`src/rtl/dmx_pkg.sv`:
```
package dmx_pkg;
   // word index (byte address / 4) of each global register
   localparam int IDX_CTL0  = 0;
   localparam int IDX_CTL1  = 1;
   localparam int IDX_CTL2  = 2;
   localparam int IDX_STS0  = 4;
   localparam int IDX_STS1  = 5;
   localparam int IDX_BANK0 = 8;

   localparam int START_LSB = 8;   // start request field in control 2
   localparam int ERR_LSB   = 8;   // error flags in status 0
   localparam int STATE_LSB = 16;  // activity codes in status 0

   typedef enum logic [1:0] {
      MODE_OFF    = 2'd0,
      MODE_CHAIN  = 2'd1,
      MODE_SINGLE = 2'd2
   } chan_mode_e;

   typedef enum logic [1:0] {
      ENG_IDLE  = 2'd0,
      ENG_FETCH = 2'd1,
      ENG_WAIT  = 2'd2,
      ENG_XFER  = 2'd3
   } eng_state_e;
endpackage

```
`src/rtl/dmx_ctrl_regs.sv`:
```
module dmx_ctrl_regs
   import dmx_pkg::*;
#(
   parameter int NUM_CH = 8,
   parameter int DW     = 32
) (
   input  logic                clk,
   input  logic                rst_n,
   input  logic                wr_ctl0,
   input  logic                wr_ctl1,
   input  logic                wr_ctl2,
   input  logic [DW-1:0]       wdata,
   input  logic [NUM_CH-1:0]   eng_idle,
   output logic [DW-1:0]       ctl0_rd,
   output logic [DW-1:0]       ctl1_rd,
   output logic [NUM_CH-1:0]   en_q,
   output logic [NUM_CH-1:0]   start_o,
   output logic [2*NUM_CH-1:0] mode_o,
   output logic [NUM_CH-1:0]   dir_o
);
   localparam int FLD = 4;

   logic [DW-1:0]     ctl1_q;
   logic [NUM_CH-1:0] start_q;
   logic              unused_wd;

   assign unused_wd = ^wdata;

   for (genvar i = 0; i < NUM_CH; i++) begin : g_ch
      logic [1:0] mode_q;
      logic       dir_q;

      always_ff @(posedge clk) begin
         if (!rst_n) begin
            mode_q <= MODE_OFF;
            dir_q  <= 1'b0;
         end else if (wr_ctl0) begin
            mode_q <= wdata[FLD*i +: 2];
            dir_q  <= wdata[FLD*i + 2];
         end
      end

      always_ff @(posedge clk) begin
         if (!rst_n) start_q[i] <= 1'b0;
         else        start_q[i] <= wr_ctl2 & wdata[START_LSB+i] & eng_idle[i];
      end

      assign mode_o[2*i +: 2] = mode_q;
      assign dir_o[i]         = dir_q;

      // a pulse is only ever the answer to a start request written last cycle
      p_start_req_r5: assert property (@(posedge clk) disable iff (!rst_n)
         start_o[i] |-> $past(wr_ctl2 && wdata[START_LSB+i]));
      // a pulse never goes to a channel that was busy at the write
      p_start_idle_r6: assert property (@(posedge clk) disable iff (!rst_n)
         start_o[i] |-> $past(eng_idle[i]));
   end

   always_ff @(posedge clk) begin
      if (!rst_n) begin
         ctl1_q <= '0;
         en_q   <= '0;
      end else begin
         if (wr_ctl1) ctl1_q <= wdata;
         if (wr_ctl2) en_q   <= wdata[NUM_CH-1:0];
      end
   end

   always_comb begin
      ctl0_rd = '0;
      for (int i = 0; i < NUM_CH; i++) begin
         ctl0_rd[FLD*i +: 2] = mode_o[2*i +: 2];
         ctl0_rd[FLD*i + 2]  = dir_o[i];
      end
   end

   assign ctl1_rd = ctl1_q;
   assign start_o = start_q;

   // engine-facing mode only moves on a control-0 write
   p_mode_hold_r2: assert property (@(posedge clk) disable iff (!rst_n)
      !$past(wr_ctl0) |-> $stable(mode_o));
endmodule

```
`src/rtl/dmx_irq_status.sv`:
```
module dmx_irq_status
   import dmx_pkg::*;
#(
   parameter int NUM_CH = 8,
   parameter int DW     = 32
) (
   input  logic              clk,
   input  logic              rst_n,
   input  logic              wr_sts0,
   input  logic [DW-1:0]     wdata,
   input  logic [NUM_CH-1:0] eng_done,
   input  logic [NUM_CH-1:0] eng_err,
   input  logic [NUM_CH-1:0] en,
   output logic [NUM_CH-1:0] pend_q,
   output logic [NUM_CH-1:0] err_q,
   output logic              irq_o
);
   logic [NUM_CH-1:0] clr_pend;
   logic [NUM_CH-1:0] clr_err;
   logic              unused_wd;

   assign unused_wd = ^wdata;
   assign clr_pend  = wr_sts0 ? wdata[NUM_CH-1:0]           : '0;
   assign clr_err   = wr_sts0 ? wdata[ERR_LSB +: NUM_CH]    : '0;

   // set terms are ORed after the clear mask, so a same-cycle set survives
   always_ff @(posedge clk) begin
      if (!rst_n) begin
         pend_q <= '0;
         err_q  <= '0;
      end else begin
         pend_q <= (pend_q & ~clr_pend) | eng_done | eng_err;
         err_q  <= (err_q  & ~clr_err)  | eng_err;
      end
   end

   assign irq_o = |(pend_q & en);

   for (genvar i = 0; i < NUM_CH; i++) begin : g_chk
      // any engine strobe leaves the pending flag set, clear or not
      p_set_wins_r9: assert property (@(posedge clk) disable iff (!rst_n)
         $past(eng_done[i] || eng_err[i]) |-> pend_q[i]);
      // an uncontested write-one clears the flag
      p_clear_r8: assert property (@(posedge clk) disable iff (!rst_n)
         $past(wr_sts0 && wdata[i] && !eng_done[i] && !eng_err[i]) |-> !pend_q[i]);
      // the error flag is never set without the pending flag
      p_err_pend_r7: assert property (@(posedge clk) disable iff (!rst_n)
         $rose(err_q[i]) |-> pend_q[i]);
   end
endmodule

```
`src/rtl/dmx_chan_bank.sv`:
```
module dmx_chan_bank #(
   parameter int NUM_CH = 8,
   parameter int DW     = 32,
   parameter int WW     = 6,
   parameter int BASE   = 8
) (
   input  logic          clk,
   input  logic          rst_n,
   input  logic          we,
   input  logic [WW-1:0] widx,
   input  logic [DW-1:0] wdata,
   output logic [DW-1:0] rdata,
   output logic          hit
);
   localparam int NREG = 4 * NUM_CH;

   logic [DW-1:0] regs_q [NREG];

   for (genvar k = 0; k < NREG; k++) begin : g_word
      always_ff @(posedge clk) begin
         if (!rst_n)                             regs_q[k] <= '0;
         else if (we && widx == WW'(BASE + k))   regs_q[k] <= wdata;
      end
   end

   always_comb begin
      rdata = '0;
      hit   = 1'b0;
      for (int k = 0; k < NREG; k++) begin
         if (widx == WW'(BASE + k)) begin
            rdata = regs_q[k];
            hit   = 1'b1;
         end
      end
   end

   // a bank word only changes on a write that selects it
   for (genvar k = 0; k < NREG; k++) begin : g_chk
      p_bank_hold_r12: assert property (@(posedge clk) disable iff (!rst_n)
         !$past(we && widx == WW'(BASE + k)) |-> $stable(regs_q[k]));
   end
endmodule

```
`src/rtl/dmx_regfile.sv`:
```
module dmx_regfile
   import dmx_pkg::*;
#(
   parameter int NUM_CH = 8,
   parameter int AW     = 8,
   parameter int DW     = 32
) (
   input  logic                clk,
   input  logic                rst_n,
   input  logic                bus_sel,
   input  logic                bus_wr,
   input  logic [AW-1:0]       bus_addr,
   input  logic [DW-1:0]       bus_wdata,
   output logic [DW-1:0]       bus_rdata,
   output logic [NUM_CH-1:0]   chan_start,
   output logic [2*NUM_CH-1:0] chan_mode,
   output logic [NUM_CH-1:0]   chan_dir,
   input  logic [NUM_CH-1:0]   eng_done,
   input  logic [NUM_CH-1:0]   eng_err,
   input  logic [2*NUM_CH-1:0] eng_state,
   output logic                irq
);
   localparam int WW = AW - 2;

   if (!(NUM_CH == 4 || NUM_CH == 8)) begin : g_bad_ch
      $error("dmx_regfile: NUM_CH must be 4 or 8");
   end
   if (DW != 32) begin : g_bad_dw
      $error("dmx_regfile: DW must be 32");
   end
   if (IDX_BANK0 + 4 * NUM_CH > (1 << WW)) begin : g_bad_aw
      $error("dmx_regfile: AW too small for the channel banks");
   end

   logic [WW-1:0]     widx;
   logic              we, unused_lsb;
   logic              wr_ctl0, wr_ctl1, wr_ctl2, wr_sts0;
   logic [NUM_CH-1:0] eng_idle, en_q, pend_q, err_q;
   logic [DW-1:0]     ctl0_rd, ctl1_rd, sts_rd, bank_rd;
   logic              bank_hit;

   assign widx       = bus_addr[AW-1:2];
   assign unused_lsb = ^bus_addr[1:0];
   assign we         = bus_sel & bus_wr;
   assign wr_ctl0    = we && (widx == WW'(IDX_CTL0));
   assign wr_ctl1    = we && (widx == WW'(IDX_CTL1));
   assign wr_ctl2    = we && (widx == WW'(IDX_CTL2));
   assign wr_sts0    = we && (widx == WW'(IDX_STS0));

   for (genvar i = 0; i < NUM_CH; i++) begin : g_idle
      assign eng_idle[i] = (eng_state[2*i +: 2] == ENG_IDLE);
   end

   dmx_ctrl_regs #(.NUM_CH(NUM_CH), .DW(DW)) u_ctrl (
      .clk      (clk),
      .rst_n    (rst_n),
      .wr_ctl0  (wr_ctl0),
      .wr_ctl1  (wr_ctl1),
      .wr_ctl2  (wr_ctl2),
      .wdata    (bus_wdata),
      .eng_idle (eng_idle),
      .ctl0_rd  (ctl0_rd),
      .ctl1_rd  (ctl1_rd),
      .en_q     (en_q),
      .start_o  (chan_start),
      .mode_o   (chan_mode),
      .dir_o    (chan_dir)
   );

   dmx_irq_status #(.NUM_CH(NUM_CH), .DW(DW)) u_sts (
      .clk      (clk),
      .rst_n    (rst_n),
      .wr_sts0  (wr_sts0),
      .wdata    (bus_wdata),
      .eng_done (eng_done),
      .eng_err  (eng_err),
      .en       (en_q),
      .pend_q   (pend_q),
      .err_q    (err_q),
      .irq_o    (irq)
   );

   dmx_chan_bank #(.NUM_CH(NUM_CH), .DW(DW), .WW(WW), .BASE(IDX_BANK0)) u_bank (
      .clk   (clk),
      .rst_n (rst_n),
      .we    (we),
      .widx  (widx),
      .wdata (bus_wdata),
      .rdata (bank_rd),
      .hit   (bank_hit)
   );

   always_comb begin
      sts_rd = '0;
      for (int i = 0; i < NUM_CH; i++) begin
         sts_rd[i]                   = pend_q[i];
         sts_rd[ERR_LSB + i]         = err_q[i];
         sts_rd[STATE_LSB + 2*i +: 2] = eng_state[2*i +: 2];
      end
   end

   always_comb begin
      bus_rdata = '0;
      if      (widx == WW'(IDX_CTL0)) bus_rdata = ctl0_rd;
      else if (widx == WW'(IDX_CTL1)) bus_rdata = ctl1_rd;
      else if (widx == WW'(IDX_CTL2)) bus_rdata = DW'(en_q);
      else if (widx == WW'(IDX_STS0)) bus_rdata = sts_rd;
      else if (bank_hit)              bus_rdata = bank_rd;
   end

   // with every enable off the interrupt line stays low
   p_irq_mask_r11: assert property (@(posedge clk) disable iff (!rst_n)
      (en_q == '0) |-> !irq);
   // start request bits never appear on a control-2 read
   p_start_rd0_r5: assert property (@(posedge clk) disable iff (!rst_n)
      (widx == WW'(IDX_CTL2)) |-> (bus_rdata[START_LSB +: 8] == 8'h00));
   // the second status word always reads as zero
   p_sts1_zero_r13: assert property (@(posedge clk) disable iff (!rst_n)
      (widx == WW'(IDX_STS1)) |-> (bus_rdata == '0));
endmodule

```
`config.mk`:
```
export PLATFORM = sky130hd
export DESIGN_NAME = dmx_regfile
export DESIGN_NICKNAME = d
export VERILOG_FILES = /design/src/rtl/dmx_pkg.sv /design/src/rtl/dmx_ctrl_regs.sv /design/src/rtl/dmx_irq_status.sv /design/src/rtl/dmx_chan_bank.sv /design/src/rtl/dmx_regfile.sv
export SDC_FILE = /design/constraint.sdc
export NUM_CORES = 2
export LEC_CHECK = 0
export BUFFER_PORTS_ARGS = -buffer_cell sky130_fd_sc_hd__buf_2
export CAP_MARGIN = 5
export CORE_MARGIN = 8
export CORE_UTILIZATION = 46
export DETAILED_ROUTE_END_ITERATION = 7
export GPL_ROUTABILITY_DRIVEN = 0
export HOLD_SLACK_MARGIN = 0.06
export PLACE_DENSITY = 0.7
export SLEW_MARGIN = 20
export SYNTH_ARGS = -nofsm -noshare
export SYNTH_HDL_FRONTEND = slang
export SYNTH_SLANG_ARGS = --single-unit
```
`constraint.sdc`:
```
create_clock -name clk -period 11.7 [get_ports clk]
set_input_delay 2.925 -clock clk [delete_from_list [all_inputs] [get_ports clk]]
set_output_delay 2.925 -clock clk [all_outputs]
set_load 0.02 [all_outputs]
```
==> run summary <==
==========================================================================================
Largest clock skew in the final design                                                0 ns
Kind of critical path                                                         input port to output pin
Share of power burned in the clock network                                           40.5%
Register share of total power                                                        51.4%
Post-route fraction of the period consumed by the critical path                      90.9%
DRC violations left                                                                      0
Register-to-register setup slack                                                  10.75 ns
Placeable core region                                                           0.114 mm^2
Hold Path Stages                                                                         2
Via count of the first global-routing pass                                          37,500
Number of synthesized register bits                                                  1,112
Per-cell routed wire length                                                        32.2 um
Proportion of synthesized chip area in sequential cells                              61.3%
Net load switching power                                                         0.00221 W
Reg2Reg Capture Point                                                         u_ctrl.g_ch[5].mode_q[0]
Clock edge transition at the registers on the reported setup and hold paths        0.06 ns
Result of the run                                                                completed
TritonCTS clock tree                                                                   yes
Clock sink count                                                                     1,112
Vertical die dimension                                                              355 um
Max incr delay on CP                                                               1.04 ns
Post-Synthesis Mean Instance Area                                                11.9 um^2
Area Growth Syn to Fin                                                               11.5%
Global-route usage over all layers                                                   29.4%
Netlist area before placement                                                  0.0530 mm^2
Chip Width                                                                          355 um
Minimum clock period                                                              10.63 ns
Deepest clock path buffer count                                                          3
Number of antenna violations at the first check in global routing                        8
Arrival @ worst endpoint                                                           7.71 ns
Post-synth top area share                                                            58.0%
IO Count                                                                               141
Insertion delay of the later-clocked pin in the worst-skew pair                    0.71 ns
Count of filler cells inserted in the layout                                         9,596
Post-layout nets                                                                     4,490
Transition time at the pin with the least slew margin                              1.24 ns
Crit path required time                                                            8.78 ns
Max VDD drop                                                                      0.133 mV
Highest clock rate                                                              0.0940 GHz
Classification of the worst-slack hold path                                   flop to flop
Sequential Area                                                                0.0325 mm^2
Hold-fix buffer count after cts                                                          0
Detail Placement HPWL                                                           119,000 um
Buffers inserted by post-CTS timing repair                                               0
Sum of negative setup slack                                                           0 ns
Cell Rows                                                                              124
Cell Pwr Density                                                               151 mW/mm^2
Top delay family on crit path                                                 compound AO/OA/AOI/OAI gates
Initial Utilization                                                                  46.4%
Share of synthesized registers carrying an async set or reset                           0%
H-tree levels                                                                            3
Post-CTS Resized                                                                         0
Die Footprint                                                                   0.126 mm^2
Cell accounting for the most synthesized area                                 sky130_fd_sc_hd__edfxtp_1
Pre-antenna DRT Iters                                                                    8
Final wirelength                                                                194,000 um
Final hold viol count                                                                    0
Commonest non-fill, non-tap cell in the layout                                sky130_fd_sc_hd__and2_1
Number of buffers created by CTS                                                       111
Switching share of total power                                                       24.7%
Top library cells by usage in the layout, fill and taps aside                 sky130_fd_sc_hd__and2_1 (1,031), sky130_fd_sc_hd__edfxtp_1 (1,024), sky130_fd_sc_hd__nand2_1 (285)
Startpoint types                                                                input port
Top cells by area, synth                                                      sky130_fd_sc_hd__edfxtp_1 (58%), sky130_fd_sc_hd__and2_1 (12%), sky130_fd_sc_hd__dfxtp_1 (3.3%), sky130_fd_sc_hd__o21ai_0 (2.5%), sky130_fd_sc_hd__clkbuf_1 (2.1%)
Number of nets with antenna violations after detailed routing                            0
Internal power                                                                   0.00672 W
Setup violations, final                                                                  0
Count of routing violations after the opening detailed-route iteration               6,569
Vias per Instance                                                                     6.59
Prevailing post-synth register cell                                           sky130_fd_sc_hd__edfxtp_1
Post-synthesis cell count                                                            4,471
Maximum Capacitance Violations                                                           0
Startpoint of the worst-slack reg-to-reg timing path                          u_ctrl.g_ch[5].mode_q[0]
Master cell of the clock root buffer                                          sky130_fd_sc_hd__clkbuf_16
Post-Synthesis Net Count                                                             4,547
Sink of the worst hold path                                                   u_ctrl.ctl1_rd[9]
Depth of the worst register-to-register path                                             2
Port buffer count                                                                      138
Total number of vias                                                                39,700
Overflow left after global routing                                                       0
Pin count of the biggest net entering global routing                                    98
Layout cells sized above 1                                                           14.6%
Warnings, synthesis                                                                      0
Final-report max-slew violation count                                                    0
Logic pwr share                                                                       8.1%
Kind of end point of the critical path                                          output pin
Max_slew headroom                                                                    17.1%
Min-delay src                                                                 u_ctrl.ctl1_rd[9]
Number of different library cells in the post-synthesis netlist                         87
Worst path most repeated cell                                                 sky130_fd_sc_hd__buf_2
Leakage power figure                                                               20.4 nW
Critical path buffers and inverters                                                      2
Slowest cell on the critical path                                             sky130_fd_sc_hd__and4bb_2
RSZ-0062 raised after global routing                                                    no
Worst Hold Margin                                                                 0.456 ns
Wire length of the first global-routing pass                                    273,000 um
Number of synthesized flops with an enable pin                                       1,024
Maximum fanout encountered on the critical timing path                                  25
Footprint of the multi-input gates                                             0.0191 mm^2
Critical-path cell list                                                       buf_2 > and4bb_2 > nand2_1 > o2111ai_1 > a21oi_1 > o31ai_1 > o211ai_1 > buf_2
==========================================================================================
[worst max-delay path by stage]
| stage | start | endpoint | slack [ns] | cells after the start |
|---|---|---|---|---|
| 2_1_floorplan | bus_addr[4] | bus_rdata[24] | 3.77 | 10 |
| 3_3_place_gp | bus_addr[4] | bus_rdata[29] | 1.49 | 8 |
| 3_5_place_dp | bus_addr[4] | bus_rdata[29] | 1.47 | 8 |
| 4_1_cts | bus_addr[4] | bus_rdata[29] | 1.47 | 8 |
| 5_1_grt | bus_addr[4] | bus_rdata[29] | 1.18 | 8 |
| 6_report | bus_addr[4] | bus_rdata[29] | 1.07 | 8 |
[area by class of cell]
cell class	instances	area share, %
antenna	2	0.00847
inverter	13	0.0868
sequential	1112	55.0
clock inverter	60	0.849
multi-input combinational	2892	32.4
tap	1512	3.20
clock buffer	150	5.30
timing repair buffer	284	3.17
[per-stage QoR]
step / utilization (%) / total power [W] / area [um^2] / worst slack [ns] / instances
after floorplan: - / 0.00503 / 53000 / 3.77 / 4471
after global placement: 48.5 / 0.00535 / 55400 / 1.49 / 5813
after detailed placement: 48.5 / 0.00536 / 55400 / 1.47 / 5813
after CTS: 51.7 / 0.00888 / 59100 / 1.47 / 6023
after global routing: 51.7 / 0.00908 / 59100 / 1.18 / 6023
final: 51.7 / 0.00892 / 59100 / 1.07 / 6025
[cells in the mapped netlist (11+ instances only)]
cell,count
sky130_fd_sc_hd__and2_1,1032
sky130_fd_sc_hd__edfxtp_1,1024
sky130_fd_sc_hd__clkbuf_1,291
sky130_fd_sc_hd__nand2_1,286
sky130_fd_sc_hd__o21ai_0,264
sky130_fd_sc_hd__a21oi_1,210
sky130_fd_sc_hd__nor2_1,173
sky130_fd_sc_hd__buf_2,111
sky130_fd_sc_hd__dfxtp_1,88
sky130_fd_sc_hd__o22ai_1,82
sky130_fd_sc_hd__mux2i_1,71
sky130_fd_sc_hd__a22oi_1,56
sky130_fd_sc_hd__mux2_2,55
sky130_fd_sc_hd__a21boi_0,52
sky130_fd_sc_hd__a221oi_1,48
sky130_fd_sc_hd__nand3_1,48
sky130_fd_sc_hd__mux4_2,32
sky130_fd_sc_hd__o221ai_1,31
sky130_fd_sc_hd__o211ai_1,30
sky130_fd_sc_hd__a31oi_1,28
sky130_fd_sc_hd__nor3_1,26
sky130_fd_sc_hd__buf_4,25
sky130_fd_sc_hd__a21boi_1,24
sky130_fd_sc_hd__a211oi_1,20
sky130_fd_sc_hd__buf_1,18
sky130_fd_sc_hd__nand4_1,17
sky130_fd_sc_hd__nor2b_1,17
sky130_fd_sc_hd__a222oi_1,16
sky130_fd_sc_hd__a221o_1,15
sky130_fd_sc_hd__a22o_1,15
sky130_fd_sc_hd__nand2b_1,14
sky130_fd_sc_hd__inv_1,13
sky130_fd_sc_hd__o31a_1,12
sky130_fd_sc_hd__a32oi_1,11
sky130_fd_sc_hd__o21ai_1,11
sky130_fd_sc_hd__o31ai_1,11
[flip-flops by register name (all words and copies together), names as in the netlist]
name	cells
u_bank.regs_q	1024
u_ctrl.ctl1_rd	32
u_ctrl.en_q	8
u_ctrl.g_ch.dir_q	8
u_ctrl.g_ch.mode_q	16
u_ctrl.start_o	8
u_sts.err_q	8
u_sts.pend_q	8
[power groups by stage]
stage	Clock (W)	Combinational, W	Sequential [W]
finish	0.00362	0.000725	0.00459
global route	0.00374	0.000737	0.00460
CTS	0.00360	0.000700	0.00458
detailed placement	0	0.000697	0.00467
global placement	0	0.000692	0.00466
floorplan	0	0.000370	0.00466
[worst min-delay path: cells and delay by family (launching register included)]
kind	cells	cell delay [ns]
flip-flops	1	0.31
AND/OR/NAND/NOR	1	0.05
AO/OA/AOI/OAI	1	0.05
[routing by layer]
layer | vias to the layer above | GRT usage, % | wire, um
li1 | 16200 | - | -
met1 | 19400 | 38.8 | 69200
met2 | 3407 | 44.2 | 83900
met3 | 623 | 7.81 | 28100
met4 | 8 | 16.1 | 12400
met5 | - | 0 | 52
[kinds of logic after synthesis]
logic type	Yosys count	synth area share [%]
xor+xnor	1	0.0165
compound gates	1044	12.9
mux	158	3.87
flops	1112	61.3
buf+inv	467	3.86
simple gates	1689	18.0
Note: power is estimated with default switching activity, not from simulation.
